## src/rtl/tis_irq_gen.sv

```systemverilog
module tis_irq_gen #(
  parameter int LOC_W  = 3,
  parameter int STAT_W = 8
) (
  input  logic              clk,
  input  logic              rst_n,
  input  logic              cmd_rdy_i,
  input  logic              sts_vld_i,
  input  logic              data_av_i,
  input  logic [LOC_W-1:0]  loc_act_i,
  input  logic              loc_vld_i,
  input  logic [3:0]        evt_en_i,
  input  logic              master_en_i,
  input  logic              clr_we_i,
  input  logic [STAT_W-1:0] clr_mask_i,
  output logic [STAT_W-1:0] evt_stat_o,
  output logic              irq_o
);
  localparam int NSRC = 4;
  localparam int PAD  = STAT_W - NSRC;

  logic             cr_q, sv_q, da_q, lv_q, seen_q;
  logic [LOC_W-1:0] loc_q;
  logic [NSRC-1:0]  stat_q, evt, clr;

  wire new_loc = loc_vld_i & (~lv_q | (loc_act_i != loc_q));

  assign evt[0] = cmd_rdy_i & ~cr_q;
  assign evt[1] = sts_vld_i & ~sv_q;
  assign evt[2] = (data_av_i & ~da_q & sts_vld_i) | (sts_vld_i & ~sv_q & data_av_i);
  assign evt[3] = new_loc & seen_q;
  assign clr    = clr_we_i ? clr_mask_i[NSRC-1:0] : '0;

  always_ff @(posedge clk or negedge rst_n) begin
    if (!rst_n) begin
      cr_q   <= 1'b0;
      sv_q   <= 1'b0;
      da_q   <= 1'b0;
      lv_q   <= 1'b0;
      seen_q <= 1'b0;
      loc_q  <= '0;
      stat_q <= '0;
    end else begin
      cr_q   <= cmd_rdy_i;
      sv_q   <= sts_vld_i;
      da_q   <= data_av_i;
      lv_q   <= loc_vld_i;
      loc_q  <= loc_act_i;
      seen_q <= seen_q | loc_vld_i;
      stat_q <= (stat_q & ~clr) | evt;
    end
  end

  assign evt_stat_o = {{PAD{1'b0}}, stat_q};
  assign irq_o      = master_en_i & |(stat_q & evt_en_i);
endmodule


```

## config.mk

```make
export PLATFORM = sky130hd
export DESIGN_NAME = tis_irq_gen
export DESIGN_NICKNAME = d
export VERILOG_FILES = /design/src/rtl/tis_irq_gen.sv
export SDC_FILE = /design/constraint.sdc
export NUM_CORES = 1
export LEC_CHECK = 0
export BUFFER_PORTS_ARGS = -buffer_cell sky130_fd_sc_hd__buf_4
export CAP_MARGIN = 40
export CORE_AREA = 2 2 39 41
export DETAILED_ROUTE_END_ITERATION = 6
export DIE_AREA = 0 0 41 43
export PLACE_DENSITY_LB_ADDON = 0.05
export RECOVER_POWER = 50
export SLEW_MARGIN = 40
export SYNTH_ARGS = -nofsm -noshare
export SYNTH_HDL_FRONTEND = slang
export SYNTH_SLANG_ARGS = --single-unit
export TNS_END_PERCENT = 100
```

## constraint.sdc

```tcl
create_clock -name clk -period 1.01 [get_ports clk]
set_input_delay 0.202 -clock clk [delete_from_list [all_inputs] [get_ports clk]]
set_output_delay 0.202 -clock clk [all_outputs]
set_load 0.1 [all_outputs]
```

; ---- Word-level counts from Yosys, hierarchy flattened
; Index checks and enable logic that the tools add are counted.
[op_classes]
bitwise = 19
reduce_logical = 1
n_eq_ne = 1
mux = 1
[ops]
columns = operator, count
row1 = $and 1x1->1, 8
row2 = $and 4x4->4, 2
row3 = $mux 4, 1
row4 = $not 1->1, 4
row5 = $not 4->4, 1
row6 = $or 4x4->4, 1
row7 = $reduce_or 4->1, 1
row8 = $ne 3x3->1, 1
row9 = $or 1x1->1, 3
[totals]
regBits = 12
output_inout_bits = 9

; ---- Logic depth before layout (Yosys ltp)
[depth]
depth_word = 5
mapped_depth = 3

; ---- Least setup slack after synthesis
; OpenSTA, ideal clock, no wires.
[synth_timing]
path_kind = register to output
start = register stat_q[0]
end = output irq_o
arrival_ns = 3.343
required_ns = 0.808
path_slack_ns = -2.535
n_path_buf = 0
path_stages_with_launch = 3
path_cell_list = dfrtp_1 -> a22oi_1 -> a21boi_0
[synth_between]
elab_chain_cells = 3
[synth_lines]
columns = item, line_no
row1 = from (decl), 24  ; logic [NSRC-1:0] stat_q, evt, clr;
row2 = from (signal assigned), 50  ; stat_q <= (stat_q & ~clr) | evt;
row3 = $and 4x4->4, 55  ; assign irq_o = master_en_i & |(stat_q & evt_en_i);
row4 = $reduce_or 4->1, 55
row5 = $and 1x1->1, 55
row6 = to (decl), 17  ; output logic irq_o
; Every way passes these cells.

; ---- Worst setup path after layout
[layout_timing]
start = register stat_q[2]
end = output irq_o
; Same word-level chain as after synthesis.

==> flow_results.xml <==
<?xml version="1.0" encoding="UTF-8"?>
<metrics>
  <group name="yosys">
    <metric name="synth-compound-area-share" unit="%">12.7</metric>
    <metric name="combinational_family_with_the_most_area_after_synthesis" unit="">compound AO/OA/AOI/OAI gates</metric>
    <metric name="synth_sequential_area_ratio" unit="%">65.0</metric>
    <metric name="yosys_warnings" unit="">0</metric>
    <metric name="yosysTopAreaCell" unit="">dfrtp_1</metric>
    <metric name="synth-xor-area-share" unit="%">5.69</metric>
    <metric name="netlist_instances" unit="">38</metric>
    <metric name="synth_area_leaders" unit="">dfrtp_1, buf_4, xnor2_1</metric>
    <metric name="synth.avg_cell_area" unit="um^2">12.1</metric>
    <metric name="muxShareOfSynthArea" unit="%">0</metric>
    <metric name="synthesis.area" unit="um^2">462</metric>
    <metric name="synth-adder-area-share" unit="%">0</metric>
    <metric name="synth_simple_gate_area_share" unit="%">7.59</metric>
    <metric name="synth_cell_types" unit="">13</metric>
    <metric name="yosys.area.top_type_share" unit="%">65.0</metric>
    <metric name="synth_seq_cells" unit="">12</metric>
  </group>
  <group name="floorplan">
    <metric name="fp.coreArea" unit="um^2">1380</metric>
    <metric name="floorplan.die.height" unit="um">43</metric>
    <metric name="initial_core_util" unit="%">33.4</metric>
    <metric name="floorplan.die_area" unit="um^2">1760</metric>
    <metric name="std_cell_rows" unit="">14</metric>
    <metric name="io_pins" unit="">32</metric>
    <metric name="x_dimension_of_the_die" unit="um">41</metric>
  </group>
  <group name="placed_design">
    <metric name="place_ws" unit="ns">-0.200</metric>
    <metric name="placement.io_buffers" unit="">23</metric>
    <metric name="post-dp-hpwl" unit="um">663</metric>
    <metric name="globalplace.congestion" unit="">0.603</metric>
    <metric name="post-place-cells" unit="">80</metric>
  </group>
  <group name="layout">
    <metric name="n_antenna_cell" unit="">0</metric>
    <metric name="nFillCells" unit="">132</metric>
    <metric name="layout.cells.most_common_list" unit="">buf_4, dfrtp_1, nand2_1, clkbuf_4, buf_12</metric>
    <metric name="finish.cell_count_without_fillers" unit="">87</metric>
    <metric name="layout.area.seq" unit="um^2">315</metric>
    <metric name="layout_overhead_on_the_synthesized_area" unit="%">77.0</metric>
    <metric name="multiInputGateArea" unit="um^2">156</metric>
    <metric name="finish.net_count" unit="">96</metric>
    <metric name="drive_gt1_share" unit="%">52.1</metric>
    <metric name="layout.cells.most_common" unit="">buf_4</metric>
  </group>
  <group name="detailed_routing">
    <metric name="drc_errors" unit="">0</metric>
    <metric name="wirelength" unit="um">875</metric>
    <metric name="wire_per_inst" unit="um">10.1</metric>
    <metric name="drt.antenna.violating_nets" unit="">0</metric>
    <metric name="detailedRoute.firstIterationViolations" unit="">0</metric>
    <metric name="via_to_cell_ratio" unit="">4.24</metric>
    <metric name="drtPass1Iterations" unit="">1</metric>
    <metric name="via_count" unit="">369</metric>
  </group>
  <group name="setup_path">
    <metric name="crit_path_cells" unit="">a22oi_2, a21boi_4, buf_12</metric>
    <metric name="timing.critical_path.from_type" unit="">flop</metric>
    <metric name="cpLargestDelayFamily" unit="">flip-flops</metric>
    <metric name="crit_fanout" unit="">2</metric>
    <metric name="end_kind" unit="">primary output</metric>
    <metric name="timing.reg2reg.setup_slack" unit="ns">-0.12</metric>
    <metric name="critPathCapture" unit="">irq_o</metric>
    <metric name="r2r-end" unit="">stat_q[3]</metric>
    <metric name="crit_arrival" unit="ns">1.22</metric>
    <metric name="timing.critical_path.buf_inv" unit="">1</metric>
    <metric name="critical_path_top_delay_cell" unit="">dfrtp_4</metric>
    <metric name="regToRegStartpoint" unit="">stat_q[3]</metric>
    <metric name="timing.critical_path.from" unit="">stat_q[2]</metric>
    <metric name="r2r_cells" unit="">4</metric>
    <metric name="timing_worst_setup_path_type" unit="">flop to primary output</metric>
    <metric name="cp_slowest_stage_delay" unit="ns">0.47</metric>
    <metric name="critical_path_depth" unit="">3</metric>
    <metric name="worst_ep_required_time" unit="ns">0.81</metric>
  </group>
  <group name="clocking">
    <metric name="cts_max_path_buffers" unit="">2</metric>
    <metric name="cts_num_sinks" unit="">12</metric>
    <metric name="worst_skew_pair.late_latency" unit="ns">0.26</metric>
    <metric name="clock_input_transition_at_the_sequential_cells_of_the_worst_setup_and_hold_paths" unit="ns">0.06</metric>
    <metric name="cts_buffers" unit="">3</metric>
    <metric name="clock-root-buffer" unit="">clkbuf_4</metric>
    <metric name="ctsHtreeMaxLevel" unit="">1</metric>
    <metric name="tritoncts_clock_tree" unit="">built</metric>
  </group>
  <group name="global_routing">
    <metric name="globalRoute.totalOverflow" unit="">0</metric>
    <metric name="grt_start_max_net_pins" unit="">13</metric>
    <metric name="grt_antenna_before_repair" unit="">0</metric>
    <metric name="grt_util_all_layers" unit="%">11.2</metric>
    <metric name="first_global_vias" unit="">346</metric>
    <metric name="grt_pass1_wl" unit="um">1280</metric>
  </group>
  <group name="hold_path">
    <metric name="hp-start" unit="">loc_act_i[2]</metric>
    <metric name="hold_path_class" unit="">input port to flop</metric>
  </group>
  <group name="power">
    <metric name="power_density" unit="nW/um^2">1630</metric>
    <metric name="leakagePower" unit="uW">0.000378</metric>
    <metric name="worst_ir_drop_vdd" unit="V">0.000709</metric>
  </group>
  <group name="sta">
    <metric name="hold_viol_final" unit="">0</metric>
    <metric name="rsz_0062_raised_after_global_routing" unit="">yes</metric>
    <metric name="min_setup_slack_post_route" unit="ns">-0.409</metric>
    <metric name="clock_skew" unit="ns">0.000273</metric>
    <metric name="period_minus_slack" unit="ns">1.42</metric>
    <metric name="finalSetupViolations" unit="">7</metric>
    <metric name="drv_slew" unit="">0</metric>
    <metric name="max_freq" unit="MHz">705</metric>
    <metric name="post-route-period-util" unit="%">141</metric>
  </group>
  <group name="status">
    <metric name="outcome" unit="">finished with violations</metric>
    <metric name="failing_checks" unit="">negative setup slack</metric>
  </group>
  <group name="run">
    <metric name="timing.max_cap.violations" unit="">0</metric>
  </group>
</metrics>
-- through the flow --
stage | hold slack, ns | setup TNS (ns) | utilization [%] | instance area [um^2] | power (uW)
global route | 0.0677 | -1.84 | 59.0 | 817 | 1390
floorplan | -0.0936 | -0.594 | - | 509 | 848
detailed placement | 0.0468 | -0.231 | 50.7 | 702 | 977
global placement | 0.0487 | -0.225 | 50.7 | 702 | 975
finish | 0.0736 | -1.64 | 59.0 | 817 | 1340
CTS | 0.0376 | -1.54 | 59.5 | 823 | 1360
-- logic make-up after synthesis --
family / after synthesis
flops: 12
compound gates: 8
simple gates: 8
buf+inv: 6
xor+xnor: 3
other cells: 1
-- cell usage after synthesis (all sizes together) --
| library cell | n |
|---|---|
| a21boi | 2 |
| a22oi | 2 |
| a31o | 1 |
| a32o | 1 |
| buf | 4 |
| conb | 1 |
| dfrtp | 12 |
| inv | 2 |
| nand2 | 6 |
| nand4 | 1 |
| o21ai | 2 |
| or2 | 1 |
| xnor2 | 3 |
-- sequential cells by signal (all words and copies together) (netlist names) --
name    cells
cr_q        1
da_q        1
lv_q        1
sv_q        1
stat_q      4
loc_q       3
seen_q      1
-- metal layers --
| layer | up-vias | routed length (um) | global-route usage, % |
|---|---|---|---|
| li1 | 185 | - | - |
| met1 | 168 | 331 | 11.0 |
| met2 | 16 | 469 | 18.4 |
| met3 | 0 | 74 | 1.57 |
| met4 | 0 | 0 | 10.0 |
| met5 | - | 0 | 0 |
-- area by class of cell --
type	count	area share (%)
multi-input combinational	23	19.1
sequential	12	38.6
timing repair buffer	31	36.1
tap	16	2.45
clock buffer	3	2.76
inverter	2	0.919
-- report_power, final --
group	internal [uW]	switching [uW]	total, uW
Clock	138	137	275
Combinational	207	312	519
Sequential	524	17.8	542
Total	869	467	1340
-- worst min-delay path by stage --
stage               end  cells after the start
2_1_floorplan      cr_q                      0
3_3_place_gp   loc_q[0]                      1
3_5_place_dp       cr_q                      1
4_1_cts            cr_q                      1
5_1_grt        loc_q[1]                      1
6_report       loc_q[2]                      1
-- what timing repair did --
action	in CTS	in global routing
hold buffers	1	0
hold endpoints to repair	12	0
pin swaps	2	0
endpoints found under the setup margin	6	7
resized for setup	18	3
buffers inserted	2	3
-- worst reg2reg max path: cells and delay by family (launching register included) --
| family | cells | cell delay [ns] |
|---|---|---|
| AOI/OAI and AO/OA | 2 | 0.29 |
| buffers and inverters | 2 | 0.25 |
| DFF | 1 | 0.48 |
Note: power is estimated with default switching activity, not from simulation.
